<file path="src/rtl/chan_tune_pkg.sv">
// Package: shared widths and lookup functions for the channel tuning sequencer.
// Assumes channels are numbered from 1 and table indices are already range-checked.
package chan_tune_pkg;

    localparam int unsigned ADDR_W = 4;
    localparam int unsigned DATA_W = 20;
    localparam int unsigned WORD_W = ADDR_W + DATA_W;

    typedef enum logic [2:0] {
        STEP_SYNTH = 3'd0,
        STEP_DIV   = 3'd1,
        STEP_VCO   = 3'd2,
        STEP_MODE0 = 3'd3,
        STEP_MODE1 = 3'd4,
        STEP_MODE2 = 3'd5,
        STEP_MODE3 = 3'd6,
        STEP_GAIN  = 3'd7
    } step_e;

    localparam logic [DATA_W-1:0] VCO_FORCE_BITS = 20'h40000;
    localparam logic [15:0]       VCO_AUTOCAL    = 16'h6662;
    localparam logic [15:0]       AUTO_SYNTH_HI  = 16'h6800;

    // Standard 8-bit synth entry per channel (1..14).
    function automatic logic [7:0] std_synth(input logic [3:0] ch);
        logic [7:0] v;
        if (ch <= 4'd2)       v = 8'h47;
        else if (ch <= 4'd6)  v = 8'h67;
        else if (ch <= 4'd10) v = 8'h57;
        else if (ch <= 4'd13) v = 8'h77;
        else                  v = 8'h4F;
        return v;
    endfunction

    // Autocal 16-bit synth entry per channel.
    function automatic logic [15:0] auto_synth(input logic [3:0] ch);
        return AUTO_SYNTH_HI | {8'h00, std_synth(ch)};
    endfunction

    // Fractional divide ratio per channel, common to both modes.
    function automatic logic [11:0] divide_ratio(input logic [3:0] ch);
        logic [3:0]  m;
        logic [11:0] v;
        m = ch - 4'd1;
        if (ch == 4'd14) v = 12'hCCC;
        else begin
            case (m[1:0])
                2'd0:    v = 12'h999;
                2'd1:    v = 12'h99B;
                2'd2:    v = 12'h998;
                default: v = 12'h99A;
            endcase
        end
        return v;
    endfunction

    // Low byte cycle shared by all oscillator tables; each table is a shifted view.
    function automatic logic [7:0] vco_low_seq(input logic [4:0] k);
        logic [7:0] v;
        case (k)
            5'd0:  v = 8'h65;
            5'd1:  v = 8'h55;
            5'd2:  v = 8'h75;
            5'd3:  v = 8'h4D;
            5'd4:  v = 8'h6D;
            5'd5:  v = 8'h5D;
            5'd6:  v = 8'h7D;
            5'd7:  v = 8'h43;
            5'd8:  v = 8'h63;
            5'd9:  v = 8'h53;
            5'd10: v = 8'h73;
            5'd11: v = 8'h4B;
            5'd12: v = 8'h6B;
            default: v = 8'h5B;
        endcase
        return v;
    endfunction

    // Oscillator word for table cfg (0..10) and channel pair (0..6).
    function automatic logic [15:0] vco_std(input logic [3:0] cfg, input logic [2:0] pair);
        logic [4:0] k;
        logic [7:0] hi;
        k = {1'b0, cfg} + 5'd3 - {3'b000, pair[2:1]};
        if (!pair[0])          hi = 8'h66;
        else if (pair == 3'd1) hi = 8'h60;
        else                   hi = 8'h64;
        return {hi, vco_low_seq(k)};
    endfunction

    // Transmit gain word per power integration index (valid for 0..18).
    function automatic logic [19:0] tx_gain(input logic [4:0] idx);
        logic [19:0] v;
        case (idx)
            5'h00: v = 20'h0E313;
            5'h01: v = 20'h0FB13;
            5'h02: v = 20'h0E093;
            5'h03: v = 20'h0F893;
            5'h04: v = 20'h0EA93;
            5'h05: v = 20'h1F093;
            5'h06: v = 20'h1F493;
            5'h07: v = 20'h1F693;
            5'h08: v = 20'h1F393;
            5'h09: v = 20'h1F35B;
            5'h0A: v = 20'h1E6DB;
            5'h0B: v = 20'h1FF3F;
            5'h0C: v = 20'h1FFFF;
            5'h0D: v = 20'h361D7;
            5'h0E: v = 20'h37FBF;
            5'h0F: v = 20'h3FF8B;
            5'h10: v = 20'h3FF33;
            5'h11: v = 20'h3FB3F;
            default: v = 20'h3FFFF;
        endcase
        return v;
    endfunction

endpackage

</file>
<file path="src/rtl/chan_tune_ctrl.sv">
// Module: chan_tune_ctrl
// Captures the request on start, validates it, steps through the write list
// under valid/ready and produces done / error pulses.
// Assumes the caller supplies gain_ok derived from the captured power value.
module chan_tune_ctrl
    import chan_tune_pkg::*;
#(
    parameter int unsigned CHAN_W   = 4,
    parameter int unsigned CFG_W    = 4,
    parameter int unsigned PWR_W    = 8,
    parameter int unsigned CHAN_MAX = 14,
    parameter int unsigned NUM_CFG  = 11
) (
    input  logic              clk,
    input  logic              rst_n,
    input  logic              start_i,
    input  logic [CHAN_W-1:0] chan_i,
    input  logic [CFG_W-1:0]  cfg_i,
    input  logic              auto_i,
    input  logic [PWR_W-1:0]  pwr_i,
    input  logic              ready_i,
    input  logic              gain_ok_i,
    output logic              valid_o,
    output logic              busy_o,
    output logic              done_o,
    output logic              err_o,
    output step_e             step_o,
    output logic [CHAN_W-1:0] chan_q,
    output logic [CFG_W-1:0]  cfg_q,
    output logic              auto_q,
    output logic [PWR_W-1:0]  pwr_q
);

    typedef enum logic {ST_IDLE, ST_SEND} state_e;

    state_e state_q;
    step_e  step_q;
    logic   req_ok;
    logic   accept;
    logic   last_step;

    // Request is legal when channel is in range and a standard table exists.
    always_comb begin
        req_ok = (chan_i >= CHAN_W'(1)) && (chan_i <= CHAN_W'(CHAN_MAX))
                 && (auto_i || (cfg_i < CFG_W'(NUM_CFG)));
    end

    // Transfer and end-of-list detection for the current step.
    always_comb begin
        accept    = (state_q == ST_SEND) && ready_i;
        last_step = gain_ok_i ? (step_q == STEP_GAIN) : (step_q == STEP_MODE3);
    end

    // Main sequencing state, step counter and pulse outputs.
    always_ff @(posedge clk) begin
        if (!rst_n) begin
            state_q <= ST_IDLE;
            step_q  <= STEP_SYNTH;
            done_o  <= 1'b0;
            err_o   <= 1'b0;
        end else begin
            done_o <= 1'b0;
            err_o  <= 1'b0;
            case (state_q)
                ST_IDLE: begin
                    if (start_i) begin
                        if (req_ok) begin
                            state_q <= ST_SEND;
                            step_q  <= STEP_SYNTH;
                        end else begin
                            err_o <= 1'b1;
                        end
                    end
                end
                default: begin
                    if (accept) begin
                        if (last_step) begin
                            state_q <= ST_IDLE;
                            done_o  <= 1'b1;
                        end else begin
                            step_q <= step_e'(step_q + 3'd1);
                        end
                    end
                end
            endcase
        end
    end

    // Input capture, only while idle so a running list keeps its request.
    always_ff @(posedge clk) begin
        if (!rst_n) begin
            chan_q <= '0;
            cfg_q  <= '0;
            auto_q <= 1'b0;
            pwr_q  <= '0;
        end else if (state_q == ST_IDLE && start_i) begin
            chan_q <= chan_i;
            cfg_q  <= cfg_i;
            auto_q <= auto_i;
            pwr_q  <= pwr_i;
        end
    end

    // Output views of the state.
    always_comb begin
        valid_o = (state_q == ST_SEND);
        busy_o  = (state_q == ST_SEND);
        step_o  = step_q;
    end

    // Done is a single-cycle pulse.
    p_done_pulse_r9: assert property (@(posedge clk) disable iff (!rst_n)
        done_o |=> !done_o);

    // A rejected start never opens a write list.
    p_err_quiet_r11: assert property (@(posedge clk) disable iff (!rst_n)
        err_o |-> !valid_o && !done_o);

    // A start during a running list does not disturb the captured request.
    p_busy_ignore_r10: assert property (@(posedge clk) disable iff (!rst_n)
        (busy_o && start_i) |=> ($stable(chan_q) && $stable(auto_q) && $stable(cfg_q)));

endmodule

</file>
<file path="src/rtl/chan_tune_rom.sv">
// Module: chan_tune_rom
// Builds the 24-bit write word for the current step from the captured request
// using the lookup functions; also reports whether the gain index is in range.
// Assumes channel and table index were validated before capture.
module chan_tune_rom
    import chan_tune_pkg::*;
#(
    parameter int unsigned CHAN_W     = 4,
    parameter int unsigned CFG_W      = 4,
    parameter int unsigned PWR_W      = 8,
    parameter int unsigned GAIN_DEPTH = 19
) (
    input  step_e              step_i,
    input  logic [CHAN_W-1:0]  chan_i,
    input  logic [CFG_W-1:0]   cfg_i,
    input  logic               auto_i,
    input  logic [PWR_W-1:0]   pwr_i,
    output logic               gain_ok_o,
    output logic [WORD_W-1:0]  word_o
);

    localparam logic [19:0] MODE_IDLE  = 20'h25F98;
    localparam logic [19:0] MODE_CAL   = 20'h25F9A;
    localparam logic [19:0] MODE_RXTX  = 20'h25F94;
    localparam logic [19:0] MODE_RSSIO = 20'h27FD4;

    logic [3:0]  ch4;
    logic [3:0]  cfg4;
    logic [2:0]  pair;
    logic [15:0] synth_v;
    logic [15:0] vco_v;
    logic [19:0] gain_v;

    // Narrow the captured fields to the lookup widths.
    always_comb begin
        ch4  = 4'(chan_i);
        cfg4 = 4'(cfg_i);
        pair = 3'((ch4 - 4'd1) >> 1);
    end

    // Per-mode synth and oscillator selection.
    always_comb begin
        synth_v = auto_i ? auto_synth(ch4) : {8'h00, std_synth(ch4)};
        vco_v   = auto_i ? VCO_AUTOCAL : vco_std(cfg4, pair);
    end

    // Gain lookup and range check.
    always_comb begin
        gain_ok_o = (pwr_i < PWR_W'(GAIN_DEPTH));
        gain_v    = tx_gain(5'(pwr_i));
    end

    // Word assembly: address in the top nibble, value below.
    always_comb begin
        case (step_i)
            STEP_SYNTH: word_o = {4'd1, 4'h0, synth_v};
            STEP_DIV:   word_o = {4'd2, 8'h00, divide_ratio(ch4)};
            STEP_VCO:   word_o = {4'd3, VCO_FORCE_BITS | {4'h0, vco_v}};
            STEP_MODE0: word_o = {4'd0, MODE_IDLE};
            STEP_MODE1: word_o = {4'd0, MODE_CAL};
            STEP_MODE2: word_o = {4'd0, MODE_RXTX};
            STEP_MODE3: word_o = {4'd0, MODE_RSSIO};
            default:    word_o = {4'd7, gain_v};
        endcase
    end

endmodule

</file>
<file path="src/rtl/chan_tune_seq.sv">
// Module: chan_tune_seq (top)
// Radio channel tuning sequencer: on start, emits the ordered synth, divide,
// oscillator, mode and gain writes for the requested channel.
// Assumes the downstream shifter consumes one word per ready handshake.
module chan_tune_seq
    import chan_tune_pkg::*;
#(
    parameter int unsigned CHAN_W     = 4,
    parameter int unsigned CFG_W      = 4,
    parameter int unsigned PWR_W      = 8,
    parameter int unsigned CHAN_MAX   = 14,
    parameter int unsigned NUM_CFG    = 11,
    parameter int unsigned GAIN_DEPTH = 19
) (
    input  logic              clk,
    input  logic              rst_n,
    input  logic              start_i,
    input  logic [CHAN_W-1:0] chan_i,
    input  logic [CFG_W-1:0]  cfg_idx_i,
    input  logic              autocal_i,
    input  logic [PWR_W-1:0]  pwr_int_i,
    output logic              wr_valid_o,
    input  logic              wr_ready_i,
    output logic [23:0]       wr_word_o,
    output logic              busy_o,
    output logic              done_o,
    output logic              err_o
);

    step_e             step;
    logic              gain_ok;
    logic [CHAN_W-1:0] chan_q;
    logic [CFG_W-1:0]  cfg_q;
    logic              auto_q;
    logic [PWR_W-1:0]  pwr_q;

    chan_tune_ctrl #(
        .CHAN_W(CHAN_W), .CFG_W(CFG_W), .PWR_W(PWR_W),
        .CHAN_MAX(CHAN_MAX), .NUM_CFG(NUM_CFG)
    ) u_ctrl (
        .clk(clk), .rst_n(rst_n), .start_i(start_i),
        .chan_i(chan_i), .cfg_i(cfg_idx_i), .auto_i(autocal_i), .pwr_i(pwr_int_i),
        .ready_i(wr_ready_i), .gain_ok_i(gain_ok),
        .valid_o(wr_valid_o), .busy_o(busy_o), .done_o(done_o), .err_o(err_o),
        .step_o(step), .chan_q(chan_q), .cfg_q(cfg_q), .auto_q(auto_q), .pwr_q(pwr_q)
    );

    chan_tune_rom #(
        .CHAN_W(CHAN_W), .CFG_W(CFG_W), .PWR_W(PWR_W), .GAIN_DEPTH(GAIN_DEPTH)
    ) u_rom (
        .step_i(step), .chan_i(chan_q), .cfg_i(cfg_q), .auto_i(auto_q), .pwr_i(pwr_q),
        .gain_ok_o(gain_ok), .word_o(wr_word_o)
    );

    // A stalled word stays put until accepted.
    p_hold_word_r8: assert property (@(posedge clk) disable iff (!rst_n)
        (wr_valid_o && !wr_ready_i) |=> (wr_valid_o && $stable(wr_word_o)));

    // No gain write is offered when the gain index is out of range.
    p_gain_skip_r7: assert property (@(posedge clk) disable iff (!rst_n)
        (wr_valid_o && !gain_ok) |-> (wr_word_o[23:20] != 4'd7));

    // The oscillator word always carries the forced upper bits.
    p_vco_bits_r5: assert property (@(posedge clk) disable iff (!rst_n)
        (wr_valid_o && wr_word_o[23:20] == 4'd3) |-> wr_word_o[18]);

    // Valid only while busy.
    p_valid_busy_r1: assert property (@(posedge clk) disable iff (!rst_n)
        wr_valid_o |-> busy_o);

endmodule

</file>
<file path="config.mk">
export PLATFORM = sky130hd
export DESIGN_NAME = chan_tune_seq
export DESIGN_NICKNAME = d
export VERILOG_FILES = /design/src/rtl/chan_tune_pkg.sv /design/src/rtl/chan_tune_ctrl.sv /design/src/rtl/chan_tune_rom.sv /design/src/rtl/chan_tune_seq.sv
export SDC_FILE = /design/constraint.sdc
export NUM_CORES = 1
export LEC_CHECK = 0
export BUFFER_PORTS_ARGS = -buffer_cell sky130_fd_sc_hd__buf_4
export CAP_MARGIN = 20
export CORE_MARGIN = 1.5
export CORE_UTILIZATION = 59
export DETAILED_ROUTE_END_ITERATION = 10
export HOLD_SLACK_MARGIN = 0.15
export PLACE_DENSITY = 0.81
export SKIP_CTS_REPAIR_TIMING = 1
export SLEW_MARGIN = 40
export SYNTH_ARGS = -nofsm -noshare
export SYNTH_HDL_FRONTEND = slang
export SYNTH_SLANG_ARGS = --single-unit
export TNS_END_PERCENT = 20
</file>
<file path="constraint.sdc">
create_clock -name clk -period 9.8 [get_ports clk]
set_clock_uncertainty 0.2 [all_clocks]
set_input_delay 1.96 -clock clk [delete_from_list [all_inputs] [get_ports clk]]
set_output_delay 1.96 -clock clk [all_outputs]
set_load 0.1 [all_outputs]
</file>
==> results.ini <==
[logic_synthesis]
yosys-top-cells-count=nand2_1 (47), dfxtp_1 (37), nor2_1 (20)
yosys.area_share.adder_pct=10.22
ys_seq_elements=37
syn-cell-area_um2=2399
yosys_warnings=0
synth-edff-count=0
synth-xor-area-share_pct=1.095
synth_compound_area_share_pct=21.07
synth_largest_area_cell=dfxtp_1
yosysSeqAreaShare_pct=30.88
synthFlopType=dfxtp_1
synthCells=303
syn_area_per_cell_um2=7.916
synth_top_area_share_pct=30.88
synthMuxAreaShare_pct=5.842
synthSimpleGateAreaFrac_pct=24.10
ys_async_sr_fraction_pct=0
yosysMostFrequentCell=nand2_1
synth_cell_types=59
synth_area_leaders=dfxtp_1 (31%), ha_1 (9.4%), nand2_1 (7.4%)
synth_top_family_by_area=simple AND/OR/NAND/NOR gates

[clock_tree]
clk_pin_slew_ps=70
cts_inserted_buffers=5
cts_root_buf=clkbuf_8
htreeDepth=2
clockBufferDepth=2
cts_tree=built
clk_latency_ps=290
clock-sinks=37

[placement]
port_buffers=46
hpwl_mm=4.376
place_area_um2=2736
post-place-ws_ps=4743
place_congestion=0.9278
dpl.cell_count=383

[worst_setup_path]
path_max_fanout=6
r2r_slack_ps=7040
regToRegStartpoint=u_ctrl.busy_o$_SDFF_PN0_
worstPathArrival_ps=3180
worstReg2RegEnd=u_rom.gain_v[12]$_SDFF_PP1_
worstSetupEndpoint=wr_word_o[4]
critPathKind=reg -> out
cp-end-kind=output port
cp.required_ps=7640
reg2reg_depth=8
cp-startpoint=u_ctrl.chan_q[0]$_SDFFE_PN0P_
cp-start-kind=flop

[power]
switching_power_uw=185.2
power_density_nw_per_um2=165.5
clockPowerShare_pct=28.0
p_leak_uw=0.001348
p_sw_share_pct=39.30
irDropWorstVdd_mv=0.1282
p_comb_share_pct=36.1
power.internal_uw=286.0
power_frac_seq_pct=36.0

[finish]
multi_input_area_um2=1508
drive_above_1_share_pct=20.70
final-seq-area_um2=740.7
syn_to_final_growth_pct=18.73
nets=382
fill_cells=312
diodes=0
finalNonFillerCells=391
final_cell_area_um2=2848

[die]
die_area_um2=4457
die_w_um=66.76
placementRows=22
fp.dieH_um=66.76
core_area_um2=3771
pin_count=49
initial_utilization_pct=63.60

[run_status]
status=completed

[global_route]
grt_first_pass_wirelength_mm=9.190
track_usage_pct=27.48
gr-total-overflow=0
antenna_found_initial=0
grt_max_degree=34
grt_pass1_vias=1953

[sta]
finalSetupViolCount=0
max_slew_margin_pct=61.31
rsz0062_at_grt=false
drv_slew=0
hold_viol=0
tightest_slew_ps=580.3
period_share_pct=54.46
fmax_mhz=187.4
setup_tns_ps=0
min_period_ps=5338
setup_ws_ps=4462
whs_ps=284.8

[run]
cap_violations=0

[routing]
avgRoutedWirePerCell_um=14.63
dr.pass1.iters=4
via_per_inst=5.729
drt.antenna.violating_nets=0
via_count=2240
drt_iter0_markers=161
finalWirelength_mm=5.720
drc=0

[min_path]
min_path_type=reg -> reg
hp-start=u_ctrl.pwr_q[7]$_SDFFE_PN0P_

-- layer usage --
metal / vias to the layer above / part of all wire [%] / global-route usage [%]
met5: - / 0 / 0
met4: 0 / 1.4 / 8.418
met3: 7 / 7.0 / 5.405
met2: 90 / 46 / 42.75
met1: 1015 / 46 / 38.24
li1: 1128 / - / -
-- worst max-delay path: stages (launching register included) --
cell and delay [ps]:
dfxtp_1 420, inv_1 120, ha_1 240, xnor2_1 190, ha_1 190, ha_1 160
inv_1 50, fa_1 370, nor2b_1 160, nor3_1 310, mux2i_1 210, o21ai_0 110
nand3_1 90, buf_4 290
-- per-stage QoR --
stage               power (µW)  util, %
floorplan                305.5        -
global placement         339.0    72.43
detailed placement       341.9    72.56
CTS                      472.2    75.51
global route             492.0    75.51
finish                   471.2    75.51
-- placed cells by master (no fill, tap or decap), drive strengths merged, types with 2 or more instances in the layout --
cell type | Yosys | final
and3 | 5 | 5
a211oi | 3 | 3
mux2 | 4 | 4
o31ai | 2 | 2
nor3 | 6 | 6
a211o | 3 | 3
nand4 | 3 | 3
nand2b | 6 | 6
and2 | 2 | 2
a31oi | 5 | 5
or2 | 2 | 2
a21boi | 12 | 12
a21o | 2 | 2
nor2b | 6 | 6
o21ai | 14 | 14
buf | 5 | 46
dfxtp | 37 | 37
nand2 | 50 | 50
inv | 22 | 22
or4 | 3 | 3
mux2i | 8 | 8
xnor2 | 2 | 2
o221ai | 2 | 2
clkbuf | 10 | 6
a21oi | 18 | 18
conb | 1 | 2
o22ai | 2 | 2
ha | 18 | 18
nand3 | 10 | 10
nor2 | 21 | 21
-- power groups by stage --
stage,sequential (µW),combinational [µW],clock [µW]
floorplan,173,132,0
global placement,172,167,0
detailed placement,173,169,0
CTS,169,170,133
global route,170,182,140
finish,169,170,132
-- logic make-up after synthesis --
group | Yosys count
compound gates | 75
xor+xnor | 3
fa+ha+maj | 19
buf+inv | 37
flops | 37
mux | 12
other cells | 1
simple gates | 119
-- sequential cells by signal (all words and copies together), names as in the netlist --
signal and flops:
u_ctrl.auto_q 1, u_ctrl.err_o 1, u_ctrl.pwr_q 8, u_ctrl.cfg_q 4
u_ctrl.busy_o 1, u_rom.gain_v 14, u_ctrl.chan_q 4, u_ctrl.step_o 3
u_ctrl.done_o 1
-- final cells by class --
cell class              instances  share of cell area, %
well taps                      48                  2.109
clock buffers                   6                  2.548
inverters                      22                  2.900
repair buffers                 46                  12.13
clock inverters                 2                  1.362
multi-input cells             230                  52.94
flip-flops and latches         37                  26.01
-- worst min path at each step --
stage | to | slack [ps] | depth (start not counted)
final | u_ctrl.pwr_q[7]$_SDFFE_PN0P_ | 280 | 2
after global routing | u_ctrl.pwr_q[5]$_SDFFE_PN0P_ | 310 | 2
after CTS | u_ctrl.pwr_q[6]$_SDFFE_PN0P_ | 290 | 2
after detailed placement | u_ctrl.pwr_q[6]$_SDFFE_PN0P_ | 280 | 2
after global placement | u_ctrl.pwr_q[7]$_SDFFE_PN0P_ | 260 | 2
after floorplan | u_ctrl.cfg_q[0]$_SDFFE_PN0P_ | 250 | 2
Note: power is estimated with default switching activity, not from simulation.
